[config.mk]
export PLATFORM = sky130hd
export DESIGN_NAME = brk_notifier
export DESIGN_NICKNAME = d
export VERILOG_FILES = /design/src/rtl/brk_pkg.sv /design/src/rtl/brk_ctl_regs.sv /design/src/rtl/brk_stat_regs.sv /design/src/rtl/brk_issue.sv /design/src/rtl/brk_notifier.sv
export SDC_FILE = /design/constraint.sdc
export NUM_CORES = 1
export LEC_CHECK = 0
export BUFFER_PORTS_ARGS = -buffer_cell sky130_fd_sc_hd__buf_4
export CAP_MARGIN = 15
export CORE_UTILIZATION = 42
export CTS_BUF_LIST = sky130_fd_sc_hd__clkbuf_8
export DETAILED_ROUTE_END_ITERATION = 10
export PLACE_DENSITY = 0.77
export RECOVER_POWER = 25
export SLEW_MARGIN = 20
export SYNTH_ARGS = -nofsm -noshare
export SYNTH_HDL_FRONTEND = slang
export SYNTH_HIERARCHICAL = 1
export SYNTH_SLANG_ARGS = --single-unit
export TNS_END_PERCENT = 100
[constraint.sdc]
create_clock -name clk_i -period 1.3 [get_ports clk_i]
set_input_delay 0.195 -clock clk_i [delete_from_list [all_inputs] [get_ports clk_i]]
set_output_delay 0.195 -clock clk_i [all_outputs]
set_load 0.01 [all_outputs]
[src/rtl/brk_pkg.sv]
package brk_pkg;
  localparam int unsigned CFG_W        = 8;
  localparam int unsigned CFG_EN_BIT   = 0;
  localparam int unsigned CFG_MODE_LSB = 1;
  localparam int unsigned MODE_W       = 2;
endpackage

[src/rtl/brk_ctl_regs.sv]
module brk_ctl_regs
  import brk_pkg::*;
#(
  parameter int unsigned N_SRC = 6,
  localparam int unsigned REG_W = N_SRC + MODE_W
) (
  input  logic              clk_i,
  input  logic              rst_ni,
  input  logic              cfg_load_i,
  input  logic [CFG_W-1:0]  cfg_i,
  input  logic              wr_i,
  input  logic [REG_W-1:0]  wdata_i,
  output logic [N_SRC-1:0]  en_o,
  output logic [REG_W-1:0]  ctl_o,
  output logic [MODE_W-1:0] stat_mode_o
);
  logic [N_SRC-1:0]  en_q;
  logic [MODE_W-1:0] mode_q, smode_q;
  logic [MODE_W-1:0] cfg_mode;

  assign cfg_mode = cfg_i[CFG_MODE_LSB +: MODE_W];

  always_ff @(posedge clk_i or negedge rst_ni) begin
    if (!rst_ni) begin
      en_q    <= '0;
      mode_q  <= '0;
      smode_q <= '0;
    end else if (cfg_load_i) begin
      en_q    <= {N_SRC{cfg_i[CFG_EN_BIT]}};
      mode_q  <= cfg_mode;
      smode_q <= cfg_mode;
    end else if (wr_i) begin
      en_q    <= wdata_i[N_SRC-1:0];
      mode_q  <= wdata_i[REG_W-1:N_SRC];
    end
  end

  assign en_o        = en_q;
  assign ctl_o       = {mode_q, en_q};
  assign stat_mode_o = smode_q;
endmodule

[src/rtl/brk_stat_regs.sv]
module brk_stat_regs #(
  parameter int unsigned N_SRC = 6
) (
  input  logic             clk_i,
  input  logic             rst_ni,
  input  logic             cfg_load_i,
  input  logic             rd_i,
  input  logic [N_SRC-1:0] evt_i,
  input  logic [N_SRC-1:0] en_i,
  output logic [N_SRC-1:0] flags_o,
  output logic             trig_o
);
  logic [N_SRC-1:0] flags_q, kept, fresh;

  // flags surviving this cycle's read
  assign kept  = rd_i ? '0 : flags_q;
  assign fresh = evt_i & en_i & ~kept;

  always_ff @(posedge clk_i or negedge rst_ni) begin
    if (!rst_ni)         flags_q <= '0;
    else if (cfg_load_i) flags_q <= '0;
    else                 flags_q <= kept | evt_i;
  end

  assign flags_o = flags_q;
  assign trig_o  = |fresh;
endmodule

[src/rtl/brk_issue.sv]
module brk_issue (
  input  logic clk_i,
  input  logic rst_ni,
  input  logic cfg_load_i,
  input  logic rd_i,
  input  logic trig_i,
  input  logic frame_act_i,
  input  logic frame_done_i,
  input  logic frame_stat_i,
  output logic brk_o
);
  logic pend_q, nag_q, brk_q;
  logic pend_eff, nag_eff, want, at_end, idle, issue;

  assign pend_eff = pend_q & ~rd_i;
  assign nag_eff  = nag_q & ~rd_i;
  assign want     = pend_eff | trig_i;
  assign at_end   = frame_done_i & (want | (~frame_stat_i & nag_eff));
  assign idle     = ~frame_act_i & ~frame_done_i & want;
  assign issue    = ~cfg_load_i & (at_end | idle);

  always_ff @(posedge clk_i or negedge rst_ni) begin
    if (!rst_ni) begin
      pend_q <= 1'b0;
      nag_q  <= 1'b0;
      brk_q  <= 1'b0;
    end else if (cfg_load_i) begin
      pend_q <= 1'b0;
      nag_q  <= 1'b0;
      brk_q  <= 1'b0;
    end else begin
      pend_q <= want & ~issue;
      nag_q  <= issue | nag_eff;
      brk_q  <= issue;
    end
  end

  assign brk_o = brk_q;
endmodule

[src/rtl/brk_notifier.sv]
module brk_notifier
  import brk_pkg::*;
#(
  parameter int unsigned N_SRC = 6,
  localparam int unsigned REG_W = N_SRC + MODE_W
) (
  input  logic             clk_i,
  input  logic             rst_ni,
  input  logic             cfg_load_i,
  input  logic [CFG_W-1:0] cfg_i,
  input  logic             ctl_wr_i,
  input  logic [REG_W-1:0] ctl_wdata_i,
  output logic [REG_W-1:0] ctl_rdata_o,
  input  logic             stat_rd_i,
  output logic [REG_W-1:0] stat_rdata_o,
  input  logic [N_SRC-1:0] evt_i,
  input  logic             frame_act_i,
  input  logic             frame_done_i,
  input  logic             frame_stat_i,
  output logic             brk_o
);
  logic [N_SRC-1:0]  en, flags;
  logic [MODE_W-1:0] smode;
  logic              trig;

  brk_ctl_regs #(.N_SRC(N_SRC)) u_ctl (
    .clk_i, .rst_ni, .cfg_load_i, .cfg_i,
    .wr_i(ctl_wr_i), .wdata_i(ctl_wdata_i),
    .en_o(en), .ctl_o(ctl_rdata_o), .stat_mode_o(smode)
  );

  brk_stat_regs #(.N_SRC(N_SRC)) u_stat (
    .clk_i, .rst_ni, .cfg_load_i, .rd_i(stat_rd_i),
    .evt_i, .en_i(en), .flags_o(flags), .trig_o(trig)
  );

  brk_issue u_issue (
    .clk_i, .rst_ni, .cfg_load_i, .rd_i(stat_rd_i), .trig_i(trig),
    .frame_act_i, .frame_done_i, .frame_stat_i, .brk_o
  );

  assign stat_rdata_o = {smode, flags};
endmodule

Yosys cells after proc, flatten, opt, wreduce, memory -nomap -nowiden
Cells that the tools add are included.
- flip-flop bits (word level): 19
- bits of input ports: 30
- output and inout port bits: 17
- muxes and demuxes: 9
- bitwise logic cells: 22
- reductions and logical operators: 2
- operators with widths (cell ; number):
    $mux 6 ; 4
    $and 6x6->6 ; 2
    $and 1x1->1 ; 8
    $not 1->1 ; 6
    $not 6->6 ; 1
    $or 6x6->6 ; 1
    $reduce_or 6->1 ; 1
    $mux 2 ; 2
    $or 1x1->1 ; 4
    $mux 1 ; 3
    $reduce_bool 2->1 ; 1

Depth between registers and ports, before layout
Gate-level depths: netlist of the first run.
- depth after elaboration: 12
- mapped depth: 6
- depth with buffers taken out: 5

Cells and area by module
The synthesis of the first run kept the hierarchy.
- modules (own cells, without submodules) (module ; instances ; cells an instance ; area an instance (µm²) ; sequential area each (µm²)):
    brk_ctl_regs ; 1 ; 40 ; 524.3 ; 250.2
    brk_stat_regs ; 1 ; 31 ; 306.5 ; 150.1
    brk_issue ; 1 ; 11 ; 141.4 ; 75.1

Least setup slack after synthesis of the first run
OpenSTA, ideal clock, no wires.
- path kind: reg2reg
- from: register u_ctl.en_q[2], in the netlist u_ctl/en_o[2]
- to: register u_issue.nag_q
- setup time: 0.128 ns
- data arrival time: 1.170 ns
- slack: 0.003 ns
- stages on the path, launching flop included: 7
- buffers on the path: 1
- cell sequence: dfrtp_1 -> buf_4 -> and2_0 -> a32oi_1 -> nand4_1 -> a21oi_2 -> o32ai_1
- word-level cells in the longest chain between the ends: 10
- RTL lines (what ; RTL line ; text):
    from (decl) ; brk_ctl_regs.sv:17 ; logic [N_SRC-1:0] en_q;
    from (signal assigned) ; brk_ctl_regs.sv:29 ; en_q <= {N_SRC{cfg_i[CFG_EN_BIT]}};
    from (signal assigned) ; brk_ctl_regs.sv:33 ; en_q <= wdata_i[N_SRC-1:0];
    $and 6x6->6 (*) (2 in a row) ; brk_stat_regs.sv:17 ; assign fresh = evt_i & en_i & ~kept;
    $reduce_or 6->1 (*) ; brk_stat_regs.sv:26 ; assign trig_o = |fresh;
    via trig ; brk_notifier.sv:24 ; logic trig;
    $or 1x1->1 (*) ; brk_issue.sv:17 ; assign want = pend_eff | trig_i;
    $or 1x1->1 ; brk_issue.sv:18 ; assign at_end = frame_done_i & (want | (~frame_stat_i & nag_eff));
    $and 1x1->1 ; brk_issue.sv:18 ;
    $or 1x1->1 (*) ; brk_issue.sv:20 ; assign issue = ~cfg_load_i & (at_end | idle);
    $and 1x1->1 (*) ; brk_issue.sv:20 ;
    $or 1x1->1 (*) ; brk_issue.sv:33 ; nag_q <= issue | nag_eff;
    $mux 1 (*) ; brk_issue.sv:27 ; end else if (cfg_load_i) begin
    to (signal assigned) ; brk_issue.sv:33 ;
    to (decl) ; brk_issue.sv:12 ; logic pend_q, nag_q, brk_q;
Mark *: on every way through the listed nets, which the timed path passes. The rest lies on a longest branch.
A chain may end at the register's enable or synchronous reset.

Worst setup path in the final report of the first run
- from: register u_ctl.en_q[0], in the netlist u_ctl/en_o[0]
- to: register u_issue.nag_q
The elaborated chain is that of the path after synthesis.

==> out/metrics.yaml, run 1 <==
instances_no_fill: 149
post_cts_buffers: 0
ys_ff_latch: 19
hold_viol: 0
syn_avg_cell_area_um2: 11.9
grt_pass1_vias: 787
reg2regPathDepth: 5
final_util: 0.600
drive_above_1_share: 0.521
start_util: 0.444
cp.depth: 5
die_h_um: 50.1
fin_nets: 152
cp-startpoint: "u_ctl/en_o[0]"
ant_nets: 0
dr_total_vias: 743
p_leak_nw: 0.672
worst-setup-path-type: "flip-flop to flip-flop"
maxSlewViolCount: 0
clock_path_buffers: 2
vias_per_cell: 4.99
clkSlewWorstSetupHoldPaths_ps: 70
placed_cell_area_mm2: 0.00126
min_period_over_period: 0.972
routedWlPerCell_um: 12.8
routed_wl_um: 1910
overflow: 0
r2r_setup_slack_ps: 40
syn_to_final_growth_pct: 35.1
drt-initial-drc-count: 6
core_area_mm2: 0.00219
endpoint_kind: "flip-flop"
place_inst: 144
crit_end: "u_issue/nag_q"
post-route-drc-count: 0
max_stage_delay_ps: 400
pwr_density_cell_mw_per_mm2: 1060
die_w_um: 50.1
synth_top_area_cell: "dfrtp_1"
fin_crit_ps: 1260
fin_area_mm2: 0.00131
root_buffer: "clkbuf_8"
worst_pin_slew_ps: 470
yosysTopAreaCellShare: 0.489
cp_slowest_cell: "dfrtp_1"
synth_seq_area_share: 0.489
grt_max_degree: 22
htree_levels: 1
finalSetupTns_ps: 0
cp.required_ps: 1430
crit_family: "compound AO/OA/AOI/OAI gates"
syn_inst: 82
ys_top_cells_by_area: "dfrtp_1 (49%), mux2_4 (9.3%), mux2_2 (6.9%)"
rsz0062_at_grt: "false"
port_buffers: 41
rr_endpoint: "u_issue/nag_q"
pin_count: 47
crit_path_cell_trace: "and2_1 > a32oi_1 > nand4_1 > a21oi_2 > o32ai_1"
die_area_mm2: 0.00251
antenna_found_initial: 0
grt.total_usage: 0.172
arrival_ps: 1400
cts_tree: "done"
hold_class: "primary input to flip-flop"
slew_headroom: 0.687
grt_first_pass_wirelength_um: 3240
startpoint_type: "flip-flop"
synth_area_um2: 972
fmax_mhz: 791
gp_congestion: 0.678
insertedDiodeCount: 0
setup_viol: 0
path_max_fanout: 3
numClockSinks: 19
synth_warnings: 6
outcome: "finished clean"
dp_hpwl_um: 1350
ir_drop_v: 0.00104
cts_buffers: 3
first_pass_iters: 4
drv_cap: 0
syn_nets: 112
clkLatencyLatePin_ps: 250
synth_cell_type_count: 25
r2r_start: "u_ctl/en_o[0]"
power_w: 0.00139
finalClockSkew_ps: 2.32
crit_buf_inv: 0
num_rows: 17
-- report_power, final --
group	total [W]	switching, W	internal (W)
Sequential	0.000679	0.0000368	0.000642
Clock	0.000396	0.000186	0.000210
Combinational	0.000312	0.000125	0.000186
Total	0.00139	0.000349	0.00104
-- cells in the mapped netlist, drive strengths merged --
master / number
or4b: 1
buf: 8
nand4: 1
nand3: 2
nand2b: 7
o21ai: 4
mux2i: 2
nand2: 2
dfrtp: 19
o32ai: 1
inv: 9
nor2b: 1
a32oi: 2
a21oi: 7
o31ai: 1
and2: 2
mux2: 12
nor3b: 1
-- routing by layer --
metal / vias up / part of all wire / track usage
li1: 354 / - / -
met1: 357 / 0.45 / 0.209
met2: 30 / 0.49 / 0.287
met3: 2 / 0.060 / 0.0494
met4: 0 / 0.0047 / 0.0571
met5: - / 0 / 0
-- worst min-delay path by stage --
stage | from | end | slack (ps) | cells past startpoint
4_1_cts | cfg_i[1] | u_ctl/stat_mode_o[0] | 160 | 3
6_report | cfg_i[1] | u_ctl/stat_mode_o[0] | 170 | 3
5_1_grt | cfg_i[1] | u_ctl/mode_q[0] | 170 | 3
3_5_place_dp | rst_ni | u_issue/brk_o | 80 | 1
2_1_floorplan | rst_ni | u_ctl/en_o[0] | -100 | 0
3_3_place_gp | rst_ni | u_stat/flags_o[5] | 80 | 1
-- what timing repair did --
item	CTS	global route
gates resized for setup	0	1
setup endpoints to repair	0	2
endpoints found under the hold margin	19	0
hold buffers	1	0
-- worst reg2reg max path: stages, from the launching register on --
cell and delay (ps):
dfrtp_1 400, and2_1 170, a32oi_1 180, nand4_1 130, a21oi_2 180, o32ai_1 90
-- state kept, by name, summed over array words and instances, names as in the netlist --
register           cells
u_stat/flags_o         6
u_issue/pend_q         1
u_ctl/stat_mode_o      2
u_issue/brk_o          1
u_ctl/mode_q           2
u_issue/nag_q          1
u_ctl/en_o             6
-- kinds of logic after synthesis --
family	Yosys count	synth area share
AOI/OAI and AO/OA	15	0.0952
and+or+nand+nor	17	0.135
buffers and inverters	17	0.0978
DFF	19	0.489
muxes	14	0.183
-- cells in the final DEF (no fill, tap or decap) --
| master | instances |
|---|---|
| buf_4 | 41 |
| or4b_1 | 1 |
| o31ai_1 | 1 |
| nand3_1 | 2 |
| nand4_1 | 1 |
| dlygate4sd3_1 | 1 |
| a21oi_1 | 6 |
| clkbuf_2 | 1 |
| and2_1 | 2 |
| mux2i_1 | 2 |
| inv_1 | 10 |
| nand2b_4 | 3 |
| o32ai_1 | 1 |
| a21oi_2 | 1 |
| nand2_1 | 2 |
| dfrtp_1 | 19 |
| clkbuf_8 | 3 |
| a32oi_1 | 2 |
| nand2b_1 | 2 |
| o21ai_0 | 4 |
| mux2_4 | 6 |
| mux2_2 | 6 |
| nand2b_2 | 2 |
| nor3b_1 | 1 |
| nor2b_1 | 1 |
-- per-stage QoR --
| step | hold WS, ps | worst slack [ps] |
|---|---|---|
| floorplan | -101 | 2.86 |
| global placement | 80.0 | 62.0 |
| detailed placement | 79.4 | 46.5 |
| CTS | 163 | 31.5 |
| global route | 172 | 3.68 |
| finish | 171 | 36.0 |
-- area by class of cell --
class,count,area [um^2]
clock buffer,3,41.3
inverter,9,33.8
sequential,19,475
fill,184,877
timing repair buffer,43,323
clock inverter,1,3.75
multi-input combinational,46,402
tap,28,35.0
No activity file was read; power rests on OpenSTA's default activity.
==> run 2, diff against run 1 <==
- CELL_PAD_IN_SITES_DETAIL_PLACEMENT: not set -> 0
- CELL_PAD_IN_SITES_GLOBAL_PLACEMENT: not set -> 1
- CORE_UTILIZATION: 42 -> 32
- GPL_TIMING_DRIVEN: not set -> 0
- PLACE_DENSITY: 0.77 -> not set
- PLACE_DENSITY_LB_ADDON: not set -> 0.1
==> run 2 against run 1 <==
Against the previous run:
- the run now ends with DRC left
- combinational power increased by 15%
- design area increased by 6.1%
- sequential power decreased by 0.6%
- utilization decreased by 11 points
- die area increased by 30%
- wire length increased by 1.6%
- first-iteration DRC count increased to 2.5 times the previous value
- maximum frequency increased by 0.15%
- count of clock-buffer cells in the layout unchanged
- flip-flop and latch count unchanged
- register-to-register slack about the same
- largest cell class unchanged
==> out/metrics.yaml, run 2 (synthesis results as in run 1) <==
outcome: "finished, violations left"
violations: "DRC"
crit_end: "u_issue/nag_q"
ant_nets: 0  # unchanged
die_area_mm2: 0.00326  # +30%
arrival_ps: 1400  # about the same
worst_pin_slew_ps: 483  # +13.2 ps
gp_congestion: 0.666  # -1.8%
post-route-drc-count: 7  # +7
p_sw_frac: 0.252  # +0.000569
hold_class: "primary input to flip-flop"
fin_nets: 159  # +4.6%
rr_endpoint: "u_issue/nag_q"
routedWlPerCell_um: 12.2  # -4.8%
port_buffers: 40  # -2.4%
die_h_um: 57.1  # +14%
pin_count: 47  # unchanged
numClockSinks: 19  # unchanged
insertedDiodeCount: 0  # unchanged
p_leak_nw: 0.713  # +6.1%
hold_depth: 3  # unchanged
cp.required_ps: 1430  # about the same
crit_path_cell_trace: "and2_1 > a32oi_1 > nand4_1 > a21oi_2 > o32ai_2"
seq_power_share: 0.471  # -0.018
clock_path_buffers: 2  # unchanged
overflow: 0  # unchanged
cts_buffers: 3  # unchanged
cp_slowest_cell: "dfrtp_1"
power_w: 0.00143  # +3.3%
clkLatencyLatePin_ps: 250  # about the same
worst-setup-path-type: "flip-flop to flip-flop"
max_stage_delay_ps: 390  # about the same
cts_tree: "done"
whs_ps: 152  # -19.1 ps
finalClockSkew_ps: 4.11  # +1.79 ps
num_rows: 19  # +2
crit_family: "compound AO/OA/AOI/OAI gates"
endpoint_kind: "flip-flop"
maxSlewViolCount: 0  # unchanged
rsz0062_at_grt: "true"
setup_viol: 0  # unchanged
fmax_mhz: 792  # +0.15%
grt_first_pass_wirelength_um: 3280  # +1.0%
dp_hpwl_um: 1430  # +6.4%
clkSlewWorstSetupHoldPaths_ps: 70  # about the same
path_max_fanout: 3  # unchanged
htree_levels: 1  # unchanged
min_period_over_period: 0.971  # -0.00145
layout_commonest_cell: "buf_4"
grt.total_usage: 0.135  # -0.0369
ir_drop_v: 0.000506  # -52%
grt_max_degree: 20  # -9.1%
grt_pass1_vias: 715  # -9.1%
fin_crit_ps: 1260  # -1.89 ps
routed_wl_um: 1940  # +1.6%
final_cell_mix: "buf_4 (46), dfrtp_1 (19), inv_1 (10)"
first_pass_iters: 7  # +3
p_clk_frac: 0.279  # -0.007
drive_above_1_share: 0.578  # +0.0575
startpoint_type: "flip-flop"
drt-initial-drc-count: 15  # +9
hold_viol: 0  # unchanged
slew_headroom: 0.678  # -0.00882
syn_to_final_growth_pct: 43.4
crit_buf_inv: 0  # unchanged
cp.depth: 5  # unchanged
pwr_density_cell_mw_per_mm2: 1030  # -2.6%
reg2regPathDepth: 5  # unchanged
r2r_setup_slack_ps: 40  # about the same
antenna_found_initial: 0  # unchanged
start_util: 0.344  # -0.100
netSwitchingPower_w: 0.000361  # +3.6%
vias_per_cell: 4.62  # -7.4%
p_comb_frac: 0.250  # +0.025
root_buffer: "clkbuf_8"
p_int_w: 0.00107  # +3.2%
r2r_start: "u_ctl/en_o[0]"
drv_cap: 0  # unchanged
dr_total_vias: 734  # -1.2%
die_w_um: 57.1  # +14%
core_area_mm2: 0.00283  # +29%
cp-startpoint: "u_ctl/en_o[0]"
-- run 2: worst min-delay path by stage --
stage | start | endpoint
final | cfg_i[1] | u_ctl/mode_q[0]
after global placement | rst_ni | u_issue/brk_o
after floorplan | rst_ni | u_ctl/en_o[0]
after detailed placement | rst_ni | u_issue/brk_o
after CTS | cfg_i[1] | u_ctl/mode_q[0]
after global routing | evt_i[3] | u_stat/flags_o[3]
-- run 2: through the flow --
stage	cell area, um^2	utilization	TNS (ps)	std cells	setup WS [ps]
floorplan	972	-	0	82	2.86
global route	1390	0.493	-22.7	159	-22.7
global placement	1310	0.464	-157	153	-68.3
CTS	1380	0.489	0	158	32.6
finish	1390	0.493	0	159	37.9
detailed placement	1310	0.464	-176	153	-79.2
-- run 2: tightest hold or removal path, delay by kind of cell --
kind                   cells  cell delay (ps)
buffers and inverters      1               80
and+or+nand+nor            1               40
AOI/OAI and AO/OA          1               60
-- run 2: power by group through the flow --
stage	clock [W]	sequential (W)	combinational, W
after floorplan	0	0.000707	0.000151
after global routing	0.000454	0.000681	0.000390
final	0.000399	0.000675	0.000358
after global placement	0	0.000687	0.000337
after detailed placement	0	0.000690	0.000341
after CTS	0.000418	0.000678	0.000356
-- run 2: area by class of cell --
type                       count  area [um^2]
buffer                         5         38.8
tap                           31         38.8
inverter                       9         33.8
timing repair buffer          45          338
sequential                    19          475
clock buffer                   3         41.3
clock inverter                 1         3.75
multi-input combinational     46          424
fill                         269         1440
-- run 2: what timing repair did --
| item | CTS | global route |
|---|---|---|
| setup endpoints to repair | 3 | 3 |
| pin swaps | 5 | 5 |
| setup buffers | 2 | 2 |
| hold buffers | 1 | 0 |
| gates resized for setup | 3 | 1 |
| gates cloned | 0 | 0 |
| endpoints found under the hold margin | 19 | 0 |
-- run 2: per-layer routing --
metal | part of all wire | vias up | track usage
met5 | 0 | - | 0
met4 | 0.0051 | 0 | 0.0418
met3 | 0.065 | 2 | 0.0522
met2 | 0.48 | 28 | 0.215
met1 | 0.44 | 338 | 0.169
li1 | - | 366 | -
